===== src/rtl/dbuf_tx_pkg.sv =====
package dbuf_tx_pkg;
  // launch sequencer: counting ticks toward a fresh load, or loaded and waiting to start
  typedef enum logic {
    LNCH_WAIT  = 1'b0,
    LNCH_ARMED = 1'b1
  } launch_e;
endpackage


===== src/rtl/dbuf_tx_holdreg.sv =====
module dbuf_tx_holdreg #(
  parameter int DATA_W = 8
) (
  input  logic              clk,
  input  logic              rst,
  input  logic              wr_en,
  input  logic [DATA_W-1:0] wr_data,
  input  logic              take,
  output logic [DATA_W-1:0] data_o,
  output logic              full_o,
  output logic              empty_o
);
  logic full_nxt;

  // a write in the same cycle as a take refills the register
  assign full_nxt = wr_en | (full_o & ~take);

  always_ff @(posedge clk) begin
    if (rst) begin
      data_o  <= '0;
      full_o  <= 1'b0;
      empty_o <= 1'b1;
    end else begin
      if (wr_en) data_o <= wr_data;
      full_o  <= full_nxt;
      empty_o <= ~full_nxt;
    end
  end
endmodule


===== src/rtl/dbuf_tx_shifter.sv =====
module dbuf_tx_shifter #(
  parameter int DATA_W = 8,
  parameter int OVS    = 16
) (
  input  logic              clk,
  input  logic              rst,
  input  logic              tick,
  input  logic              load,
  input  logic [DATA_W-1:0] load_data,
  input  logic              start,
  output logic              tx_o,
  output logic              active_o,
  output logic              in_stop_o,
  output logic [$clog2(OVS)-1:0] sub_o
);
  localparam int SUB_W    = $clog2(OVS);
  localparam int STOP_IDX = DATA_W + 1;
  localparam int IDX_W    = $clog2(STOP_IDX + 1);

  logic [DATA_W-1:0] shreg;
  logic [IDX_W-1:0]  idx;
  logic [SUB_W-1:0]  sub;

  assign sub_o     = sub;
  assign in_stop_o = active_o && (idx == IDX_W'(STOP_IDX));

  always_ff @(posedge clk) begin
    if (rst) begin
      shreg    <= '0;
      idx      <= '0;
      sub      <= '0;
      active_o <= 1'b0;
      tx_o     <= 1'b1;
    end else begin
      if (load) shreg <= load_data;
      if (start) begin
        active_o <= 1'b1;
        idx      <= '0;
        sub      <= '0;
        tx_o     <= 1'b0;
      end else if (active_o && tick) begin
        if (sub == SUB_W'(OVS - 1)) begin
          sub <= '0;
          if (idx == IDX_W'(STOP_IDX)) begin
            active_o <= 1'b0;
            tx_o     <= 1'b1;
          end else begin
            idx <= idx + IDX_W'(1);
            if (idx < IDX_W'(DATA_W)) begin
              tx_o  <= shreg[0];
              shreg <= shreg >> 1;
            end else begin
              tx_o <= 1'b1;
            end
          end
        end else begin
          sub <= sub + SUB_W'(1);
        end
      end
    end
  end
endmodule


===== src/rtl/dbuf_tx_launch.sv =====
module dbuf_tx_launch
  import dbuf_tx_pkg::*;
#(
  parameter int OVS        = 16,
  parameter int CUT_TICK   = 12,
  parameter int FRESH_TAKE = 4
) (
  input  logic                   clk,
  input  logic                   rst,
  input  logic                   tick,
  input  logic                   buf_full,
  input  logic                   cts_ok,
  input  logic                   sh_active,
  input  logic                   sh_in_stop,
  input  logic [$clog2(OVS)-1:0] sh_sub,
  output logic                   take_o,
  output logic                   start_o
);
  localparam int SUB_W = $clog2(OVS);
  localparam int CNT_W = $clog2(FRESH_TAKE + 1);

  launch_e          st;
  logic [CNT_W-1:0] cnt;
  logic             elig;
  logic             at_cut, at_take, at_end, fresh_ok, fresh_take;

  assign at_cut     = tick && sh_in_stop && (sh_sub == SUB_W'(CUT_TICK - 1));
  assign at_take    = tick && sh_in_stop && (sh_sub == SUB_W'(OVS - 2));
  assign at_end     = tick && sh_in_stop && (sh_sub == SUB_W'(OVS - 1));
  assign fresh_ok   = buf_full && cts_ok && !sh_active;
  assign fresh_take = (st == LNCH_WAIT) && fresh_ok && tick
                      && (cnt == CNT_W'(FRESH_TAKE - 1));

  assign take_o  = (at_take && elig) || fresh_take;
  assign start_o = (at_end && elig) || ((st == LNCH_ARMED) && tick);

  always_ff @(posedge clk) begin
    if (rst) begin
      st   <= LNCH_WAIT;
      cnt  <= '0;
      elig <= 1'b0;
    end else begin
      if (at_cut)      elig <= buf_full && cts_ok;
      else if (at_end) elig <= 1'b0;

      case (st)
        LNCH_WAIT: begin
          if (!fresh_ok) begin
            cnt <= '0;
          end else if (tick) begin
            if (fresh_take) begin
              cnt <= '0;
              st  <= LNCH_ARMED;
            end else begin
              cnt <= cnt + CNT_W'(1);
            end
          end
        end
        default: begin
          if (tick) st <= LNCH_WAIT;
        end
      endcase
    end
  end
endmodule


===== src/rtl/dbuf_uart_tx.sv =====
module dbuf_uart_tx #(
  parameter int DATA_W     = 8,
  parameter int OVS        = 16,
  parameter int CUT_TICK   = 12,
  parameter int FRESH_TAKE = 4
) (
  input  logic              clk,
  input  logic              rst,
  input  logic              tick_16x,
  input  logic              wr_en,
  input  logic [DATA_W-1:0] wr_data,
  input  logic              cts_n,
  output logic              tx,
  output logic              buf_empty
);
  localparam int SUB_W = $clog2(OVS);

  logic              cts_ok;
  logic              buf_full;
  logic [DATA_W-1:0] buf_data;
  logic              take, start;
  logic              sh_active, sh_in_stop;
  logic [SUB_W-1:0]  sh_sub;

  always_ff @(posedge clk) begin
    if (rst) cts_ok <= 1'b0;
    else     cts_ok <= ~cts_n;
  end

  dbuf_tx_holdreg #(.DATA_W(DATA_W)) u_hold (
    .clk(clk), .rst(rst), .wr_en(wr_en), .wr_data(wr_data), .take(take),
    .data_o(buf_data), .full_o(buf_full), .empty_o(buf_empty)
  );

  dbuf_tx_launch #(.OVS(OVS), .CUT_TICK(CUT_TICK), .FRESH_TAKE(FRESH_TAKE)) u_launch (
    .clk(clk), .rst(rst), .tick(tick_16x), .buf_full(buf_full), .cts_ok(cts_ok),
    .sh_active(sh_active), .sh_in_stop(sh_in_stop), .sh_sub(sh_sub),
    .take_o(take), .start_o(start)
  );

  dbuf_tx_shifter #(.DATA_W(DATA_W), .OVS(OVS)) u_shift (
    .clk(clk), .rst(rst), .tick(tick_16x), .load(take), .load_data(buf_data),
    .start(start), .tx_o(tx), .active_o(sh_active), .in_stop_o(sh_in_stop),
    .sub_o(sh_sub)
  );
endmodule


===== config.mk =====
export PLATFORM = sky130hd
export DESIGN_NAME = dbuf_uart_tx
export DESIGN_NICKNAME = d
export VERILOG_FILES = /design/src/rtl/dbuf_tx_pkg.sv /design/src/rtl/dbuf_tx_holdreg.sv /design/src/rtl/dbuf_tx_shifter.sv /design/src/rtl/dbuf_tx_launch.sv /design/src/rtl/dbuf_uart_tx.sv
export SDC_FILE = /design/constraint.sdc
export NUM_CORES = 1
export LEC_CHECK = 0
export ABC_AREA = 1
export ABC_CLOCK_PERIOD_IN_PS = 2700
export BUFFER_PORTS_ARGS = -buffer_cell sky130_fd_sc_hd__buf_2
export CAP_MARGIN = 20
export CORE_ASPECT_RATIO = 2
export CORE_MARGIN = 2
export CORE_UTILIZATION = 50
export DETAILED_ROUTE_END_ITERATION = 8
export PLACE_DENSITY = 0.79
export SYNTH_ARGS = -nofsm -noshare
export SYNTH_HDL_FRONTEND = slang
export SYNTH_SLANG_ARGS = --single-unit

===== constraint.sdc =====
create_clock -name clk -period 2.7 [get_ports clk]
set_input_delay 0.135 -clock clk [delete_from_list [all_inputs] [get_ports clk]]
set_output_delay 0.135 -clock clk [all_outputs]
set_load 0.05 [all_outputs]

---- Word-level counts from Yosys, hierarchy flattened ----
Index checks and enable logic that the tools add are counted.
operators by class
  bitwise gates (word level) .............. 7
  reductions and logical operators ........ 26
  equal/unequal tests ..................... 6
  add/sub/neg operators ................... 3
  magnitude comparators ................... 1
  mux-type cells .......................... 26
operators by type and width
  kind                                                             count
  8-bit 2-to-1 mux                                                 6
  4-bit == test, second input constant                             4
  1-bit 2-to-1 mux                                                 16
  1-bit logical AND                                                14
  3-bit 2-to-1 mux                                                 3
  4-bit by 1-bit adder with 4-bit output, second input constant    2
  2-bit nonzero test                                               4
  3-bit AND reduction                                              2
  1-bit inverter                                                   5
  4-bit < comparator, second input constant                        1
  4-bit 2-to-1 mux                                                 1
  2-bit AND reduction                                              2
  3-bit by 1-bit adder with 3-bit output, second input constant    1
  3-bit by 2-bit == test with 1-bit output, second input constant  1
  1-bit logical OR                                                 2
  2-bit inequality test, second input constant                     1
  2-bit OR reduction                                               1
  1-bit AND                                                        1
  1-bit zero test                                                  1
  1-bit OR                                                         1
word-level totals
  logic and storage cells ................. 81
  register bits ........................... 34
  output and inout port bits .............. 2

---- Depth between registers and ports, before layout ----
Gate-level depths: netlist of run 1.
  depth after elaboration ................. 12
  depth in mapped cells ................... 10
  mapped depth without buffers ............ 10

---- By module ----
From an unflattened synthesis of run 1, not the netlist that was laid out.
second synthesis, totals
  cells, all modules ...................... 220
  area total of the unflattened synthesis .. 1,589.0 um2
by module, submodules not included
  module           seq. area each (um2)  instances  cells an instance  area each (um2)
  dbuf_tx_shifter  360.3                 1          130                927.1
  dbuf_tx_holdreg  200.2                 1          41                 331.6
  dbuf_tx_launch   100.1                 1          47                 306.5
  dbuf_uart_tx     20.0                  1          2                  23.8

---- Least setup slack after synthesis of run 1 ----
OpenSTA, ideal clock, no wires.
  path type ............................... register to register
  start ................................... register u_shift.sub[1] (netlist: u_shift.sub_o[1])
  end ..................................... register u_shift.shreg[0]
  data arrival time ....................... 1.241 ns
  stages on the path, launching flop included .. 9
  clock period less this slack ............ 1.353 ns
  data required time ...................... 2.588 ns
  setup time .............................. 0.112 ns
  slack ................................... 1.347 ns
  cells stage by stage .................... dfxtp_1 -> ha_1 -> nand3_2 -> nor2_4 -> nand3_4 -> nand2_1 -> nor2_2 -> nor2_1 -> nor2_1
on the way
  cells in the longest elaborated chain, start to end .. 10
ends and longest elaborated chain
  item                    RTL line               RTL
  start, declared         dbuf_tx_shifter.sv:22  logic [SUB_W-1:0] sub;
  start signal, assigned  dbuf_tx_shifter.sv:57  sub <= sub + SUB_W'(1);
  4-bit == test           dbuf_tx_launch.sv:28   assign at_take = tick && sh_in_stop && (sh_sub == SUB_W'(OVS - 2));
  1-bit logical AND       dbuf_tx_launch.sv:28
  1-bit logical AND       dbuf_tx_launch.sv:34   assign take_o = (at_take && elig) || fresh_take;
  1-bit logical OR        dbuf_tx_launch.sv:34
  8-bit 2-to-1 mux        dbuf_tx_shifter.sv:35  if (load) shreg <= load_data;
  8-bit 2-to-1 mux        dbuf_tx_shifter.sv:49  if (idx < IDX_W'(DATA_W)) begin
  8-bit 2-to-1 mux        dbuf_tx_shifter.sv:44  if (idx == IDX_W'(STOP_IDX)) begin
  8-bit 2-to-1 mux        dbuf_tx_shifter.sv:42  if (sub == SUB_W'(OVS - 1)) begin
  8-bit 2-to-1 mux        dbuf_tx_shifter.sv:41  end else if (active_o && tick) begin
  8-bit 2-to-1 mux *      dbuf_tx_shifter.sv:36  if (start) begin
  end signal, assigned    dbuf_tx_shifter.sv:35
  end signal, assigned    dbuf_tx_shifter.sv:51  shreg <= shreg >> 1;
  end, declared           dbuf_tx_shifter.sv:20  logic [DATA_W-1:0] shreg;
Mark *: on every way between the ends. The rest lies on a longest branch, timed or not.
A chain may end at the register's enable or synchronous reset.

---- Worst setup path after layout of run 1 ----
  start ................................... register u_shift.sub[1] (netlist: u_shift.sub_o[1])
  end ..................................... register u_shift.shreg[4]
The elaborated chain is that of the path after synthesis.

==> results of run 1 <==
[cells in the final DEF (no fill, tap or decap), types with 4 or more instances in the layout]
cell,count
sky130_fd_sc_hd__nor2_2,4
sky130_fd_sc_hd__a21oi_1,10
sky130_fd_sc_hd__o21ai_0,14
sky130_fd_sc_hd__nor2_1,44
sky130_fd_sc_hd__inv_1,28
sky130_fd_sc_hd__dfxtp_1,34
sky130_fd_sc_hd__ha_1,5
sky130_fd_sc_hd__clkbuf_8,6
sky130_fd_sc_hd__buf_2,14
sky130_fd_sc_hd__nand4_1,8
sky130_fd_sc_hd__nand2_1,48
sky130_fd_sc_hd__nand3_1,10
[worst paths after layout]
check | startpoint | slack [ps] | endpoint | cells past startpoint
worst max register to register | u_shift.sub_o[1]$_SDFFE_PP0P_ | 1140 | u_shift.shreg[4]$_SDFF_PP0_ | 8
worst max-delay path | u_shift.sub_o[1]$_SDFFE_PP0P_ | 1140 | u_shift.shreg[4]$_SDFF_PP0_ | 8
worst min-delay path | wr_data[6] | 70 | u_hold.data_o[6]$_SDFFE_PP0P_ | 3
worst min register to register | u_launch.cnt[2]$_SDFFE_PP0P_ | 460 | u_launch.cnt[2]$_SDFFE_PP0P_ | 2
[per-stage QoR]
step           power (W)  worst slack (ps)  cell area (um^2)  hold WS, ps
2_1_floorplan  0.0005550              1347              1618        201.7
3_3_place_gp   0.0005752              1182              1727        291.0
3_5_place_dp   0.0005760              1156              1727        289.6
4_1_cts        0.0009599              1120              1828        62.75
5_1_grt        0.0009884             964.8              1828        76.31
6_report       0.0009493              1142              1828        67.61
[cells in the mapped netlist]
master and count:
sky130_fd_sc_hd__nor3_2 1, sky130_fd_sc_hd__xor2_1 1, sky130_fd_sc_hd__or2_0 2, sky130_fd_sc_hd__o22ai_1 1
sky130_fd_sc_hd__a21oi_1 10, sky130_fd_sc_hd__nand2_1 48, sky130_fd_sc_hd__nand3_1 10, sky130_fd_sc_hd__buf_1 1
sky130_fd_sc_hd__nor3_1 3, sky130_fd_sc_hd__nor2_4 2, sky130_fd_sc_hd__inv_1 28, sky130_fd_sc_hd__clkinv_1 1
sky130_fd_sc_hd__or2_2 1, sky130_fd_sc_hd__o21ai_1 1, sky130_fd_sc_hd__dfxtp_1 34, sky130_fd_sc_hd__ha_1 5
sky130_fd_sc_hd__clkbuf_1 1, sky130_fd_sc_hd__nor2_1 44, sky130_fd_sc_hd__a221oi_1 1, sky130_fd_sc_hd__nand4_1 8
sky130_fd_sc_hd__o21ai_0 14, sky130_fd_sc_hd__nand3_4 2, sky130_fd_sc_hd__nand3_2 2, sky130_fd_sc_hd__nand2_2 1
sky130_fd_sc_hd__nor2_2 4, sky130_fd_sc_hd__nand2_4 1
[final cells by class]
cell class / instances / area share (%)
clock inverter: 1 / 0.2738
multi-input combinational: 162 / 44.90
clock buffer: 7 / 4.723
tap: 31 / 2.122
timing repair buffer: 16 / 4.791
inverter: 29 / 5.955
sequential: 34 / 37.23
[flip-flops by register name (all words and copies together) (netlist names)]
register,cells
u_launch.elig,1
cts_ok,1
u_shift.idx,4
u_hold.data_o,8
u_launch.st,1
u_hold.empty_o,1
u_launch.cnt,3
u_hold.full_o,1
u_shift.tx_o,1
u_shift.active_o,1
u_shift.shreg,8
u_shift.sub_o,4
[where the power goes]
group          switching, W  internal [W]
clock network      0.000179      0.000206
registers        0.00000592      0.000513
logic             0.0000286     0.0000172
[kinds of logic after synthesis]
group,Yosys count
compound gates,27
xor+xnor,1
fa+ha+maj,5
buf+inv,31
flops,34
simple gates,129
[routing by layer]
layer / up-vias / routed length (um) / track usage (%) / share of wire (%)
met5: - / 0 / 0 / 0
met4: 0 / 136 / 16.25 / 4.2
met3: 12 / 103 / 5.161 / 3.2
met2: 22 / 1755 / 34.63 / 55
met1: 653 / 1208 / 17.41 / 38
li1: 764 / - / - / -
[critical path: cells and delay by family, from the launching register on]
kind	cells	cell delay, ps
flip-flops	1	370
adder cells (fa/ha/maj)	1	210
AND/OR/NAND/NOR	7	890
==> run summary, run 1 <==
average instance area after synthesis = 7.127 um^2
shortest clock period the worst path allows after layout = 1558 ps
main combinational cell family by area after synthesis = simple AND/OR/NAND/NOR gates
synthesized-area fraction occupied by ao, oa, aoi and oai cells = 8.662%
area of all sequential standard cells = 680.7 um^2
CTS Buf Count = 5
worst-path maximum fanout = 9
DIE WIDTH = 44.22 um
die area = 3734 um^2
Post-Synthesis Net Count = 245
final-layout setup total negative slack = 0 ps
Chip Height = 84.44 um
run status = completed
CTS HTree Levels = 2
largest clock skew in the final design = 4.920 ps
post-route core utilization = 58.58%
relative max-transition margin = 73.14%
total of buffers placed on input and output ports = 14
antenna diode count = 0
peak supply drop = 0.3326 mV
vias in the first global route = 1423
total congestion overflow after global routing = 0
type of the worst setup path = flop to flop
actual transition at the worst max-transition pin = 400.8 ps
# Max-Cap Violations = 0
net total in the final layout = 266
post-CTS repair timing setup buffer count = 0
pwr/cell area = 519.3 nW/um^2
starting density of the core = 51.84%
Hold-fix buffers, CTS = 1
endpoint kind of the worst setup timing path = flop
total of flip-flops plus latches after synthesis = 34
via-per-instance ratio = 5.182
Max Root-Sink Buffers = 2
unrepaired setup endpoints after global routing = false
half-perimeter wire length of the detailed placement result = 2.452 mm
Initial DRC Count = 21
Worst-Skew Late Latency = 280 ps
total of warnings raised by yosys = 0
drt pass-1 iters = 4
kind of launch point of the worst setup path = flop
global-route wire length before repair = 5.520 mm
final hold vios = 0
GRT Total Usage = 19.77%
post-synthesis share of cell area spent on and, or, nand and nor gates = 37.66%
maximum number of pins on one net before global-route repair = 21
WL final = 3.203 mm
area of the mapped netlist = 1618 um^2
filler cell count in the final layout = 315
worst path cell trace = ha_1 > nand3_2 > nor2_4 > nand3_4 > nand2_1 > nor2_2 > nor2_1 > nor2_1
part of the Yosys area used for sequential elements = 42.07%
Reg clk slew, reported paths = 70 ps
post-synthesis instance total = 227
count of unresolved DRC violations after routing = 0
total number of placement rows = 29
number of antenna-violating nets in the routed design = 0
non-filler instance count after layout = 280
count of cell types in the netlist = 26
Worst Path Required = 2890 ps
top achievable clock speed = 641.8 MHz
clock tree from TritonCTS = built
Final Max Tran Viols = 0
top cells by area in the synthesized netlist = sky130_fd_sc_hd__dfxtp_1 42%, sky130_fd_sc_hd__nand2_1 11%, sky130_fd_sc_hd__nor2_1 10%
class of the tightest hold or removal check = input pin to flop
number of antenna violations at the first check in global routing = 0
Crit path arrival time = 1740 ps
layout cells sized above 1 = 14.46%
Clock Root Buffer = sky130_fd_sc_hd__clkbuf_8
Routed WL per cell = 11.44 um
CTS sink cnt = 34
leakage component of the power = 0.7574 nW
most area-hungry cell type in the Yosys netlist = sky130_fd_sc_hd__dfxtp_1
area share of xor/xnor cells in the synthesized design = 0.5414%
final setup violating endpoints = 0
Placed Instances = 271
post-synthesis mux area share = 0%
multi-input gate area in the final layout = 820.8 um^2
area of the core = 3120 um^2
period utilisation layout = 57.71%
share of synthesized cell area in full adder, half adder and majority cells = 3.867%
cell seen most often among critical-path stages = sky130_fd_sc_hd__nor2_1
via count of the routed design = 1451
total I/O pin count = 15
area share of the largest cell type after synthesis = 42.07%
slowest CP cell = sky130_fd_sc_hd__dfxtp_1
Layout area overhead = 12.99%
cts repair resizes = 0
Final GP Congestion = 0.8681
Largest stage delay, worst path = 370 ps
Power figures use the tool's default switching activity.
==> run 2, diff against run 1 <==
- ABC_CLOCK_PERIOD_IN_PS: 2700 -> 1300
- PLACE_DENSITY: 0.79 -> 0.82
- clock period: 2.7 -> 1.3 ns (I/O delays scaled with it)
==> run 2 against run 1 <==
Compared with the run above: the flow now finishes with violations (negative hold slack, negative setup slack); combinational power rose by 140%; first-iteration DRC count grew 100%; register-to-register slack got worse by 1300 ps; count of clock-buffer cells in the layout is 1 lower; cell count up 11%; clock skew grew 7.8 ps; die area unchanged; critical path depth up 1; wire length increased by 28%; largest power group unchanged.
==> run summary, run 2 (synthesized netlist as in run 1, its figures left out) <==
run status = complete, but fails checks
violations in the final reports = negative hold slack, negative setup slack
met3 Use GR = 3.871%
overall power after layout = 0.002159 W
shortest clock period the worst path allows after layout = 1448 ps
met1 Track Usage GR = 20.97%
met2 global-route usage = 43.05%
DIE WIDTH = 44.22 um
count of unresolved DRC violations after routing = 0
leading cell type in the layout, fill and taps excluded = sky130_fd_sc_hd__nand2_1
Post-Place Cell Area = 1934 um^2
final setup violating endpoints = 20
top achievable clock speed = 690.5 MHz
net total in the final layout = 297
endpoint kind of the worst setup timing path = flop
type of the worst setup path = flop to flop
pwr/cell area = 959.3 nW/um^2
highest-count cells in the layout ignoring fill and taps = 42 x sky130_fd_sc_hd__nand2_1, 38 x sky130_fd_sc_hd__nor2_1, 29 x sky130_fd_sc_hd__dfxtp_1, 27 x sky130_fd_sc_hd__buf_4, 26 x sky130_fd_sc_hd__inv_1
worst-case hold path end point = u_hold.data_o[3]$_SDFFE_PP0P_
Place WS = -164.6 ps
GRT Total Usage = 23.10%
clock tree from TritonCTS = built
reg2reg end = u_shift.shreg[3]$_SDFF_PP0_
peak supply drop = 0.7759 mV
class of the tightest hold or removal check = input pin to flop
number of antenna violations at the first check in global routing = 0
period utilisation layout = 111.4%
kind of launch point of the worst setup path = flop
Final Max Tran Viols = 0
antenna diode count = 0
area of the core = 3120 um^2
relative max-transition margin = 71.55%
total of buffers placed on input and output ports = 14
final-layout setup total negative slack = -2020 ps
maximum number of pins on one net before global-route repair = 13
total congestion overflow after global routing = 0
unrepaired setup endpoints after global routing = true
Initial DRC Count = 42
CTS sink cnt = 34
Top Usage Layer GRT = met2
global-route wire length before repair = 6.506 mm
Layout area overhead = 39.13%
half-perimeter wire length of the detailed placement result = 2.668 mm
Chip Height = 84.44 um
Worst Hold Slack = -4.065 ps
final hold vios = 3
WL final = 4.112 mm
Worst Path Required = 1490 ps
Routed WL per cell = 13.22 um
layout cells sized above 1 = 35.00%
via count of the routed design = 1673
CTS HTree Levels = 2
slowest CP cell = sky130_fd_sc_hd__dfxtp_2
startpoint of the lowest-slack hold path = wr_data[3]
Clock Root Buffer = sky130_fd_sc_hd__clkbuf_8
worst r2r path cells = 9
post-route standard cell area excluding fillers = 2251 um^2
total number of placement rows = 29
drt pass-1 iters = 6
largest clock skew in the final design = 12.74 ps
Worst Hold Path Cells = 3
die area = 3734 um^2
Largest stage delay, worst path = 330 ps
vias in the first global route = 1587
CTS Buf Count = 5
number of antenna-violating nets in the routed design = 0
Crit path arrival time = 1640 ps
worst setup margin = -148.1 ps
total I/O pin count = 15
Reg clk slew, reported paths = 80 ps
Register-to-Register Setup Slack = -150 ps
leakage component of the power = 0.9373 nW
largest registers in the final layout = u_hold.data_o (8), u_shift.shreg (8)
starting density of the core = 51.84%
worst-path maximum fanout = 7
worst path cell trace = inv_2 > ha_4 > nand2_4 > nor2_4 > nand3_4 > nand2_4 > nor2_4 > nor2_1 > nor2_1
actual transition at the worst max-transition pin = 425.7 ps
Final GP Congestion = 0.8640
via-per-instance ratio = 5.379
Max Root-Sink Buffers = 2
Worst-Skew Late Latency = 300 ps
Critical R2R Launch = u_shift.idx[1]$_SDFFE_PP0P_
# Max-Cap Violations = 0
## run 2: cell types whose count changed in the layout (fill, tap and decap cells not counted), moves of 4 or more
cell                      previous run  this run
sky130_fd_sc_hd__dfxtp_2             0         4
sky130_fd_sc_hd__nand2_2             1         5
sky130_fd_sc_hd__buf_4               1        27
sky130_fd_sc_hd__nor2_4              2         6
sky130_fd_sc_hd__nor2_1             44        38
sky130_fd_sc_hd__a21oi_2             0         4
sky130_fd_sc_hd__a21oi_1            10         6
sky130_fd_sc_hd__nand2_1            48        42
sky130_fd_sc_hd__dfxtp_1            34        29
## run 2: timing repair
item | 4_1_cts | 5_1_grt
endpoints found under the hold margin | 1 | 0
setup buffers | 4 | 4
endpoints found under the setup margin | 22 | 24
pin swaps | 6 | 11
hold buffers | 1 | 0
resized for setup | 9 | 26
gates cloned | 2 | 1
## run 2: routing by layer
metal / vias up / routed length (um)
met5: - / 0
li1: 836 / -
met2: 38 / 2404
met1: 785 / 1408
met3: 14 / 142
met4: 0 / 157
## run 2: layout make-up
type                            count  area (um^2)
Clock buffer                        6        72.57
Sequential cell                    34        689.4
Clock inverter                      2        37.54
Fill cell                         232        869.6
Inverter                           29        108.9
Timing Repair Buffer               44        305.3
Tap cell                           31        38.79
Multi-Input combinational cell    165        998.5
## run 2: worst max-delay path by stage
stage                                        startpoint                           to  slack (ps)  depth (start not counted)
after floorplan             u_shift.idx[1]$_SDFFE_PP0P_  u_shift.shreg[0]$_SDFF_PP0_          -4                          9
after global placement    u_shift.sub_o[1]$_SDFFE_PP0P_  u_shift.shreg[0]$_SDFF_PP0_        -130                          8
after detailed placement  u_shift.sub_o[1]$_SDFFE_PP0P_  u_shift.shreg[5]$_SDFF_PP0_        -160                          8
after CTS                 u_shift.sub_o[1]$_SDFFE_PP0P_  u_shift.shreg[0]$_SDFF_PP0_        -100                          8
after global routing        u_shift.idx[1]$_SDFFE_PP0P_   u_launch.elig$_SDFFE_PP0P_        -240                          8
final                       u_shift.idx[1]$_SDFFE_PP0P_  u_shift.shreg[3]$_SDFF_PP0_        -150                          9
## run 2: stage by stage
stage / instances / hold WS [ps] / utilization (%)
after floorplan: 227 / 131.7 / -
after global placement: 291 / 214.3 / 61.99
after detailed placement: 291 / 220.2 / 61.99
after CTS: 306 / 0.3043 / 67.96
after global routing: 311 / 3.548 / 72.13
final: 311 / -4.065 / 72.13
## run 2: worst max-delay path: cells and delay by family (launching register included)
kind	cells	cell delay [ps]
and+or+nand+nor	7	820
DFF	1	330
adders and majority gates	1	130
buffers and inverters	1	70
## run 2: report_power, final
part           leakage [nW]  total, W  internal (W)  switching (W)
logic                 0.606  0.000109     0.0000394      0.0000694
clock network        0.0514  0.000975      0.000572       0.000403
registers             0.280   0.00108       0.00106      0.0000123
total                 0.937   0.00216       0.00167       0.000485
